$ cat config.mk
export PLATFORM = sky130hd
export DESIGN_NAME = aud_srx
export DESIGN_NICKNAME = d
export VERILOG_FILES = /design/src/rtl/aud_srx_pkg.sv /design/src/rtl/aud_srx_frame.sv /design/src/rtl/aud_srx_shift.sv /design/src/rtl/aud_srx_slot.sv /design/src/rtl/aud_srx.sv
export SDC_FILE = /design/constraint.sdc
export NUM_CORES = 1
export LEC_CHECK = 0
export ABC_AREA = 1
export CAP_MARGIN = 20
export CORE_ASPECT_RATIO = 1.2
export CORE_MARGIN = 3
export CORE_UTILIZATION = 40
export CTS_CLUSTER_DIAMETER = 150
export DETAILED_ROUTE_END_ITERATION = 16
export GPL_TIMING_DRIVEN = 0
export PLACE_DENSITY = 0.75
export SYNTH_ARGS = -nofsm -noshare
export SYNTH_HDL_FRONTEND = slang
export SYNTH_SLANG_ARGS = --single-unit
$ cat constraint.sdc
create_clock -name clk -period 2.5 [get_ports clk]
set_input_delay 0.5 -clock clk [delete_from_list [all_inputs] [get_ports clk]]
set_output_delay 0.5 -clock clk [all_outputs]
set_load 0.1 [all_outputs]
$ cat src/rtl/aud_srx_pkg.sv
package aud_srx_pkg;
  typedef enum logic [1:0] {
    MODE_STD = 2'd0,
    MODE_LJP = 2'd1,
    MODE_I2S = 2'd2,
    MODE_TDM = 2'd3
  } srx_mode_e;
endpackage

$ cat src/rtl/aud_srx_frame.sv
// Frame-sync selection, edge detection and per-mode word-start decode.
module aud_srx_frame
  import aud_srx_pkg::*;
(
  input  logic       clk,
  input  logic       rst_n,
  input  logic [1:0] mode,
  input  logic       fs_ext_sel,
  input  logic       fs_int,
  input  logic       fs_ext,
  output logic       frm_start,
  output logic       frm_right
);
  logic fs_sel, fs_q, edge_q;
  logic rise, fall;

  always_comb begin
    fs_sel = fs_ext_sel ? fs_ext : fs_int;
    rise   = fs_sel & ~fs_q;
    fall   = ~fs_sel & fs_q;
  end

  always_ff @(posedge clk or negedge rst_n) begin
    if (!rst_n) begin
      fs_q   <= 1'b0;
      edge_q <= 1'b0;
    end else begin
      fs_q   <= fs_sel;
      edge_q <= rise | fall;
    end
  end

  always_comb begin
    frm_start = 1'b0;
    frm_right = 1'b0;
    case (srx_mode_e'(mode))
      MODE_LJP: begin
        frm_start = rise | fall;
        frm_right = fall;
      end
      MODE_I2S: begin
        // word select change seen one clock earlier; level now in fs_q
        frm_start = edge_q;
        frm_right = fs_q;
      end
      default: begin
        frm_start = rise;
        frm_right = 1'b0;
      end
    endcase
  end
endmodule

$ cat src/rtl/aud_srx_shift.sv
// Bit counter, shift register, sign extension and early-start detection.
module aud_srx_shift #(
  parameter int DW = 32,
  localparam int LW = $clog2(DW)
) (
  input  logic          clk,
  input  logic          rst_n,
  input  logic          start,
  input  logic          sd,
  input  logic          lsb_first,
  input  logic [LW-1:0] wlen,
  output logic          done,
  output logic          early,
  output logic [DW-1:0] word
);
  logic [DW-1:0] sh, sh_nxt;
  logic [LW-1:0] cnt, cnt_nxt;
  logic          act, act_nxt;
  logic          en;

  always_comb begin
    sh_nxt  = sh;
    cnt_nxt = cnt;
    act_nxt = act;
    done    = 1'b0;
    early   = start & act;
    if (start) begin
      sh_nxt    = '0;
      sh_nxt[0] = sd;
      cnt_nxt   = LW'(1);
      act_nxt   = 1'b1;
    end else if (act) begin
      if (lsb_first) sh_nxt[cnt] = sd;
      else           sh_nxt = {sh[DW-2:0], sd};
      if (cnt == wlen) begin
        done    = 1'b1;
        act_nxt = 1'b0;
        cnt_nxt = '0;
      end else begin
        cnt_nxt = cnt + LW'(1);
      end
    end
  end

  assign en = start | act;

  always_ff @(posedge clk or negedge rst_n) begin
    if (!rst_n) begin
      sh  <= '0;
      cnt <= '0;
      act <= 1'b0;
    end else if (en) begin
      sh  <= sh_nxt;
      cnt <= cnt_nxt;
      act <= act_nxt;
    end
  end

  for (genvar g = 0; g < DW; g++) begin : g_sx
    assign word[g] = (LW'(g) <= wlen) ? sh_nxt[g] : sh_nxt[wlen];
  end
endmodule

$ cat src/rtl/aud_srx_slot.sv
// Slot sequencing: tag and index of the current word, TDM back-to-back restarts.
module aud_srx_slot #(
  parameter int SLOTS = 128,
  localparam int SW = $clog2(SLOTS)
) (
  input  logic             clk,
  input  logic             rst_n,
  input  logic             tdm,
  input  logic             frm_start,
  input  logic             frm_right,
  input  logic             done,
  input  logic [SW-1:0]    nslots,
  input  logic [SLOTS-1:0] mask,
  output logic             word_start,
  output logic [SW-1:0]    wslot,
  output logic             wright,
  output logic             slot_en
);
  logic          cont_q, cont_nxt;
  logic [SW-1:0] wslot_nxt;
  logic          wright_nxt;

  always_comb begin
    word_start = frm_start | cont_q;
    cont_nxt   = done & tdm & (wslot != nslots);
    wslot_nxt  = wslot;
    wright_nxt = wright;
    if (frm_start) begin
      wslot_nxt  = '0;
      wright_nxt = frm_right;
    end else if (cont_q) begin
      wslot_nxt  = wslot + SW'(1);
      wright_nxt = 1'b0;
    end
    slot_en = tdm ? mask[wslot] : 1'b1;
  end

  always_ff @(posedge clk or negedge rst_n) begin
    if (!rst_n) begin
      cont_q <= 1'b0;
      wslot  <= '0;
      wright <= 1'b0;
    end else begin
      cont_q <= cont_nxt;
      if (word_start) begin
        wslot  <= wslot_nxt;
        wright <= wright_nxt;
      end
    end
  end
endmodule

$ cat src/rtl/aud_srx.sv
module aud_srx
  import aud_srx_pkg::*;
#(
  parameter int DW = 32,
  parameter int SLOTS = 128,
  localparam int LW = $clog2(DW),
  localparam int SW = $clog2(SLOTS)
) (
  input  logic             clk,
  input  logic             rst_n,
  input  logic [1:0]       cfg_mode,
  input  logic [LW-1:0]    cfg_wlen,
  input  logic             cfg_lsb_first,
  input  logic             cfg_fs_ext,
  input  logic [SW-1:0]    cfg_nslots,
  input  logic [SLOTS-1:0] cfg_slot_mask,
  input  logic             fs_int,
  input  logic             fs_ext,
  input  logic             sd,
  input  logic             err_clr,
  output logic [DW-1:0]    rx_data,
  output logic             rx_valid,
  output logic [SW-1:0]    rx_slot,
  output logic             rx_right,
  output logic             err_early
);
  localparam logic [LW-1:0] MIN_AUD = LW'(7);
  localparam logic [LW-1:0] MIN_STD = LW'(2);

  logic          frm_start, frm_right, word_start, wright, slot_en;
  logic          done, early_det, tdm, aud;
  logic [SW-1:0] wslot;
  logic [DW-1:0] word;
  logic [LW-1:0] wlen_eff;
  logic          take;
  logic          valid_nxt, right_nxt, err_nxt;
  logic [DW-1:0] data_nxt;
  logic [SW-1:0] slot_nxt;

  always_comb begin
    tdm = (srx_mode_e'(cfg_mode) == MODE_TDM);
    aud = (srx_mode_e'(cfg_mode) == MODE_LJP) || (srx_mode_e'(cfg_mode) == MODE_I2S);
    if (aud) wlen_eff = (cfg_wlen < MIN_AUD) ? MIN_AUD : cfg_wlen;
    else     wlen_eff = (cfg_wlen < MIN_STD) ? MIN_STD : cfg_wlen;
  end

  aud_srx_frame u_frame (
    .clk(clk), .rst_n(rst_n), .mode(cfg_mode), .fs_ext_sel(cfg_fs_ext),
    .fs_int(fs_int), .fs_ext(fs_ext), .frm_start(frm_start), .frm_right(frm_right)
  );

  aud_srx_slot #(.SLOTS(SLOTS)) u_slot (
    .clk(clk), .rst_n(rst_n), .tdm(tdm), .frm_start(frm_start), .frm_right(frm_right),
    .done(done), .nslots(cfg_nslots), .mask(cfg_slot_mask), .word_start(word_start),
    .wslot(wslot), .wright(wright), .slot_en(slot_en)
  );

  aud_srx_shift #(.DW(DW)) u_shift (
    .clk(clk), .rst_n(rst_n), .start(word_start), .sd(sd), .lsb_first(cfg_lsb_first),
    .wlen(wlen_eff), .done(done), .early(early_det), .word(word)
  );

  always_comb begin
    take      = done & slot_en;
    valid_nxt = take;
    data_nxt  = take ? word : rx_data;
    slot_nxt  = take ? wslot : rx_slot;
    right_nxt = take ? wright : rx_right;
    err_nxt   = early_det | (err_early & ~err_clr);
  end

  always_ff @(posedge clk or negedge rst_n) begin
    if (!rst_n) begin
      rx_valid  <= 1'b0;
      rx_data   <= '0;
      rx_slot   <= '0;
      rx_right  <= 1'b0;
      err_early <= 1'b0;
    end else begin
      rx_valid  <= valid_nxt;
      rx_data   <= data_nxt;
      rx_slot   <= slot_nxt;
      rx_right  <= right_nxt;
      err_early <= err_nxt;
    end
  end
endmodule

==> impl_metrics.env, run 1 <==
export IMPL_worstMarginPinSlew_ns=1.04
export IMPL_antenna_found_initial=0
export IMPL_clkLatencyLatePin_ns=0.35
export IMPL_fmax_mhz=375
export IMPL_postPlaceCellArea_mm2=0.00925
export IMPL_p_per_area_mw_per_mm2=748
export IMPL_ys_seq_area_frac=0.325
export IMPL_ys_flop_type="dfrtp_1"
export IMPL_maxCapViolCount=0
export IMPL_synth_edf_count=0
export IMPL_fin_util=0.634
export IMPL_nets=1543
export IMPL_power_switching_mw=3.80
export IMPL_synthXorXnorAreaFrac=0.0175
export IMPL_place_congestion=0.959
export IMPL_fp_dieW_um=127
export IMPL_hpwl_mm=20.9
export IMPL_async_reset_ff_frac=1.00
export IMPL_grt_start_max_net_pins=61
export IMPL_numClockSinks=91
export IMPL_vias=8664
export IMPL_drt_iter0_markers=655
export IMPL_finalHoldViolCount=0
export IMPL_htreeDepth=3
export IMPL_ios=192
export IMPL_p_leak_nw=5.18
export IMPL_syn_area_mm2=0.00700
export IMPL_grt_ovfl_total=0
export IMPL_clock_skew_final_ns=0.00563
export IMPL_clk_path_buf_depth=2
export IMPL_cpLargestDelayFamily="simple AND/OR/NAND/NOR gates"
export IMPL_seqPwrFrac=0.251
export IMPL_synth_top_cells_by_count="nand2_1, nor2_1, nand3_1, o21ai_0, dfrtp_1"
export IMPL_core_mm2=0.0170
export IMPL_crit_chain="buf_8, o21ai_4, inv_2, ha_4, inv_2, nand2_2, nand3_2, nand2_4, nand3_4, inv_6, o21ai_1, o21ai_2, nand2_1, nand2_1, nand2_1, nand2_1, o21bai_4, buf_6, buf_8, nand2_1, nand3_1, nand2_1"
export IMPL_worstSetupEndpointType="register"
export IMPL_grt_pass1_wl_mm=43.7
export IMPL_wire_per_inst_um=18.2
export IMPL_fin_total_pwr_mw=8.08
export IMPL_drc_errors=0
export IMPL_finalSetupViolations=29
export IMPL_crit_slowest_cell="ha_4"
export IMPL_antennaDiodeCount=0
export IMPL_synth_top_area_frac=0.325
export IMPL_syn_area_per_cell_um2=6.25
export IMPL_synth_top_family_by_area="simple AND/OR/NAND/NOR gates"
export IMPL_fin_ws_ns=-0.168
export IMPL_syn_to_final_growth_pct=54.2
export IMPL_drtAntennaViolNets=0
export IMPL_yosys_register_bits=91
export IMPL_clockPowerShare=0.204
export IMPL_hold_class="input pin to asynchronous set/reset pin"
export IMPL_grt_pass1_vias=8268
export IMPL_rsz0062_at_grt="true"
export IMPL_drive_gt1_frac=0.201
export IMPL_post_place_ws_ns=-1.14
export IMPL_die_h_um=151
export IMPL_p_int_mw=4.29
export IMPL_slew_headroom=0.307
export IMPL_cp_max_fo=5
export IMPL_fin_crit_sh=1.07
export IMPL_avgViaCountPerCell=5.40
export IMPL_synth_adder_area_share=0.0179
export IMPL_crit_arrival_ns=2.96
export IMPL_crit_required_ns=2.79
export IMPL_rows=52
export IMPL_ys_types=40
export IMPL_ys_top_cells_by_area="dfrtp_1, nand2_1, nor2_1, nand3_1, o21ai_0"
export IMPL_cts_clk_slew_worst_paths_ns=0.07
export IMPL_fin_crit_ns=2.67
export IMPL_ir_worst_vdd_v=0.000809
export IMPL_synth_compound_area_share=0.135
export IMPL_wl_mm=29.1
export IMPL_synth_most_common_cell="nand2_1"
export IMPL_syn_inst=1121
export IMPL_critPathBufInv=6
export IMPL_synthSimpleGateAreaFrac=0.419
export IMPL_crit_top_cell="nand2_1"
export IMPL_track_usage=0.289
export IMPL_critPathMaxStageDelay_ns=0.27
export IMPL_setup_worst_path_start_class="input pin"
export IMPL_cts_tree="built"
export IMPL_cts_buffers_inserted=9
export IMPL_port_buffers=187
export IMPL_p_comb_frac=0.545
export IMPL_stdcell_area_mm2=0.0108
export IMPL_ys_warn_count=0
export IMPL_report_final_slew_viol_count=0
export IMPL_floorplan_initialDensity=0.411
export IMPL_critPathKind="input pin to register"
export IMPL_status="complete, but fails checks"
export IMPL_syn_nets=1281
export IMPL_dieArea_mm2=0.0191
export IMPL_violations="negative setup slack"
export IMPL_clockRootBuffer="clkbuf_16"
export IMPL_synthMuxAreaShare=0
export IMPL_p_sw_frac=0.470
export IMPL_yosysTopAreaCell="dfrtp_1"
export IMPL_drt_pass1_iter_count=6
-- kinds of logic (layout without fill, tap and decap cells) --
| family | count (synthesis) | after routing |
|---|---|---|
| AND/OR/NAND/NOR | 703 | 703 |
| AO/OA/AOI/OAI | 169 | 169 |
| buffers and inverters | 134 | 401 |
| flip-flops | 91 | 91 |
| XOR/XNOR | 14 | 14 |
| adder cells (fa/ha/maj) | 10 | 10 |
-- final cells by class --
class / instances / area (um^2)
clock inverter: 5 / 108
timing repair buffer: 251 / 2510
inverter: 69 / 283
clock buffer: 11 / 253
buffer: 65 / 588
multi-input combinational: 896 / 4510
tap: 216 / 270
sequential: 91 / 2280
fill: 1516 / 6250
-- metrics by stage --
stage               TNS (ns)  cells  hold slack, ns
floorplan              -1.04   1121           0.204
global placement     -275.20   1524           0.464
detailed placement    -49.68   1525           0.465
CTS                   -0.175   1587          0.0964
global route           -7.48   1604           0.112
finish                 -3.77   1604          0.0827
-- power groups by stage --
stage	registers [mW]	clock network, mW	logic, mW
finish	2.03	1.65	4.41
global route	2.07	1.72	4.66
CTS	2.02	1.65	4.19
detailed placement	2.04	0	3.79
global placement	2.04	0	3.77
floorplan	3.45	0	1.24
-- path summary, 6_finish.rpt --
| path | from | to | slack (ns) | cells after the start |
|---|---|---|---|---|
| min in group clk | rx_data[2] | rx_data[2] | 0.47 | 2 |
| min | rst_n | u_shift.sh[24] | 0.08 | 1 |
| min reg2reg | rx_data[2] | rx_data[2] | 0.47 | 2 |
| max | cfg_fs_ext | rx_data[16] | -0.17 | 22 |
| max in group asynchronous | rst_n | u_shift.sh[8] | 1.77 | 2 |
| max reg2reg | u_frame.fs_q | rx_data[15] | -0.12 | 21 |
-- layout by cell type, fill, tap and decap left out, drive strengths merged, types with 2 or more instances in the layout --
cell,instances
inv,66
a21oi,15
xnor2,6
nor4,2
nor2,193
nor3,4
o211ai,13
o32ai,2
dfrtp,91
ha,10
nand2,369
nand4,15
xor2,8
clkinv,4
o221ai,4
nand3,111
bufinv,3
clkbuf,34
o21ai,112
o22ai,16
buf,111
clkdlybuf4s50,180
or2,9
a31oi,2
-- worst register-to-register path: stages, from the launching register on --
cell      delay (ns)
dfrtp_1         0.41
inv_2           0.08
ha_4            0.20
inv_2           0.06
nand2_2         0.06
nand3_2         0.08
nand2_4         0.09
nand3_4         0.15
inv_6           0.06
buf_6           0.14
nand3_1         0.08
nand2_2         0.07
nand2_1         0.06
nand2_1         0.05
o21ai_1         0.13
nand2_1         0.13
o21bai_4        0.19
buf_4           0.14
buf_6           0.14
nand3_1         0.09
nand2_1         0.08
nand2_1         0.05
-- flip-flops by register name (all words and copies together), names as in the netlist, 5 cells and up --
name,flops
rx_slot,7
u_slot.wslot,7
rx_data,32
u_shift.cnt,5
u_shift.sh,32
-- layer usage --
metal  share of wire  vias up  GRT usage  wire length (um)
li1                -     4170          -                 -
met1            0.38     3962      0.325             11000
met2            0.51      450      0.539             14900
met3           0.072       82     0.0448              2110
met4           0.040        0      0.128              1170
met5               0        -          0                 0
-- repair_timing --
action	4_1_cts	5_1_grt
pin swaps	19	32
setup buffers	43	16
hold buffers	0	0
gates cloned	3	3
endpoints found under the setup margin	48	42
resized for setup	143	113
hold endpoints to repair	0	0
Power figures use the tool's default switching activity.
==> inputs of run 2 (changes only) <==
--- a/config.mk
+++ b/config.mk
@@ -7,7 +7,6 @@
 export LEC_CHECK = 0
 export ABC_AREA = 1
 export CAP_MARGIN = 20
-export CORE_ASPECT_RATIO = 1.2
 export CORE_MARGIN = 3
 export CORE_UTILIZATION = 40
 export CTS_CLUSTER_DIAMETER = 150
==> run 2 against run 1 <==
Compared with the run above: the flow still finishes with violations (negative setup slack); wire length grew 9.8%; core utilization grew 4.0 points; cell count grew 1.9%; first-iteration DRC count grew 64%; register-to-register slack lost 0.12 ns; sequential power grew 2%; hold slack lost 0.055 ns; largest power group unchanged.
==> impl_metrics.env, run 2 (synthesis gave the netlist of run 1 again) <==
export IMPL_drc_errors=0
export IMPL_clock_skew_final_ns=0.00830
export IMPL_fill_cells=1362
export IMPL_numClockSinks=91
export IMPL_fin_total_pwr_mw=8.35
export IMPL_crit_chain="inv_4, ha_2, clkbuf_4, nand3_1, nand2_1, nand3_1, nand3_1, nand2_2, nand2_1, nand2_1, o21ai_1, nand2_2, o21bai_4, buf_6, buf_6, nand3_1, nand2_1, nand2_1"
export IMPL_rows=47
export IMPL_fmax_mhz=365
export IMPL_fin_crit_sh=1.10
export IMPL_ios=192
export IMPL_htreeDepth=3
export IMPL_finalHoldViolCount=0
export IMPL_critPathMaxStageDelay_ns=0.48
export IMPL_hold_class="input pin to asynchronous set/reset pin"
export IMPL_cp_max_fo=10
export IMPL_crit_slowest_cell="dfrtp_2"
export IMPL_cts_clk_slew_worst_paths_ns=0.07
export IMPL_cts_buffers_inserted=9
export IMPL_fin_util=0.674
export IMPL_grt_pass1_wl_mm=46.7
export IMPL_wl_mm=32.0
export IMPL_rsz0062_at_grt="true"
export IMPL_nets=1570
export IMPL_syn_to_final_growth_pct=62.3
export IMPL_crit_arrival_ns=3.00
export IMPL_crit_top_cell="nand2_1"
export IMPL_drive_gt1_frac=0.244
export IMPL_fin_cells=1635
export IMPL_drt_pass1_iter_count=5
export IMPL_hpwl_mm=21.3
export IMPL_p_leak_nw=5.46
export IMPL_worstMarginPinSlew_ns=1.06
export IMPL_status="complete, but fails checks"
export IMPL_grt_start_max_net_pins=70
export IMPL_mostFrequentLayoutCells="nand2_1, clkdlybuf4s50_1, nor2_1"
export IMPL_crit_required_ns=2.76
export IMPL_clk_path_buf_depth=2
export IMPL_grt_pass1_vias=8270
export IMPL_finalSetupViolations=29
export IMPL_wire_per_inst_um=19.6
export IMPL_drt_iter0_markers=1071
export IMPL_dp_cells=1529
export IMPL_report_final_slew_viol_count=0
export IMPL_antennaDiodeCount=0
export IMPL_avgViaCountPerCell=5.55
export IMPL_maxCapViolCount=0
export IMPL_drtAntennaViolNets=0
export IMPL_critPathBufInv=4
export IMPL_fin_crit_ns=2.74
export IMPL_worstSetupEndpointType="register"
export IMPL_ff2ff_setup_slack_ns=-0.24
export IMPL_floorplan_initialDensity=0.415
export IMPL_critPathKind="register to register"
export IMPL_cpLargestDelayFamily="simple AND/OR/NAND/NOR gates"
export IMPL_die_h_um=138
export IMPL_layout_commonest_cell="nand2_1"
export IMPL_place_congestion=0.961
export IMPL_antenna_found_initial=1
export IMPL_clockRootBuffer="clkbuf_16"
export IMPL_vias=9075
export IMPL_cts_tree="built"
export IMPL_violations="negative setup slack"
export IMPL_fp_dieW_um=138
export IMPL_track_usage=0.305
export IMPL_clkLatencyLatePin_ns=0.37
export IMPL_setup_worst_path_start_class="register"
export IMPL_tns_ns=-5.25
export IMPL_fin_ws_ns=-0.242
export IMPL_core_mm2=0.0169
export IMPL_post_place_ws_ns=-1.21
export IMPL_ir_worst_vdd_v=0.00114
export IMPL_grt_ovfl_total=0
export IMPL_port_buffers=187
export IMPL_slew_headroom=0.291
export IMPL_p_per_area_mw_per_mm2=734
export IMPL_dieArea_mm2=0.0191
export IMPL_largestRegisters="rx_data: 32 flops, u_shift.sh: 32 flops"
run 2: worst reg2reg max path: stages (launching register included):
cell	delay (ns)
dfrtp_2	0.48
inv_4	0.11
ha_2	0.23
clkbuf_4	0.24
nand3_1	0.09
nand2_1	0.08
nand3_1	0.08
nand3_1	0.13
nand2_2	0.09
nand2_1	0.07
nand2_1	0.05
o21ai_1	0.16
nand2_2	0.10
o21bai_4	0.18
buf_6	0.16
buf_6	0.12
nand3_1	0.10
nand2_1	0.10
nand2_1	0.05
run 2: final timing paths:
kind / startpoint / end / cells after the start
min in group clk: rx_data[15] / rx_data[15] / 2
worst max register to register: u_shift.cnt[0] / rx_data[5] / 18
worst min-delay path: rst_n / u_shift.sh[18] / 1
max in group asynchronous: rst_n / rx_slot[2] / 2
worst max-delay path: u_shift.cnt[0] / rx_data[5] / 18
worst min register to register: rx_data[15] / rx_data[15] / 2
run 2: area by class of cell:
class / instances / area, um^2 / area share
plain buffers: 64 / 582 / 0.0512
repair inverters: 1 / 3.75 / 0.000330
multi-input cells: 896 / 4760 / 0.419
flip-flops and latches: 91 / 2280 / 0.201
clock inverters: 7 / 96.3 / 0.00848
repair buffers: 278 / 2860 / 0.251
well taps: 220 / 275 / 0.0242
inverters: 69 / 288 / 0.0253
clock buffers: 9 / 225 / 0.0198
run 2: repair_timing:
| action | 4_1_cts | 5_1_grt |
|---|---|---|
| pin swaps | 31 | 62 |
| cloned | 4 | 9 |
| buffers inserted | 58 | 22 |
| hold buffers | 0 | 0 |
| endpoints found under the hold margin | 0 | 0 |
| gates resized for setup | 172 | 159 |
| setup endpoints to repair | 45 | 43 |
run 2: per-stage QoR:
| step | hold slack, ns | instance area, um^2 |
|---|---|---|
| 6_report | 0.0279 | 11400 |
| 3_5_place_dp | 0.427 | 9260 |
| 3_3_place_gp | 0.465 | 9230 |
| 4_1_cts | 0.0457 | 10500 |
| 2_1_floorplan | 0.204 | 7090 |
| 5_1_grt | 0.0497 | 11400 |
run 2: report_power, final:
group          total, mW  leakage, nW  internal (mW)  switching [mW]
Combinational       4.73         4.09           1.59            3.15
Sequential          2.07         1.21           1.81           0.263
Clock               1.54        0.161          0.884           0.660
Total               8.35         5.46           4.28            4.07
run 2: routing by layer:
metal	vias up	routed length (um)	track usage
met3	71	3120	0.0590
met2	511	14600	0.473
met4	2	898	0.0879
met5	-	17	0
li1	4214	-	-
met1	4277	13400	0.435
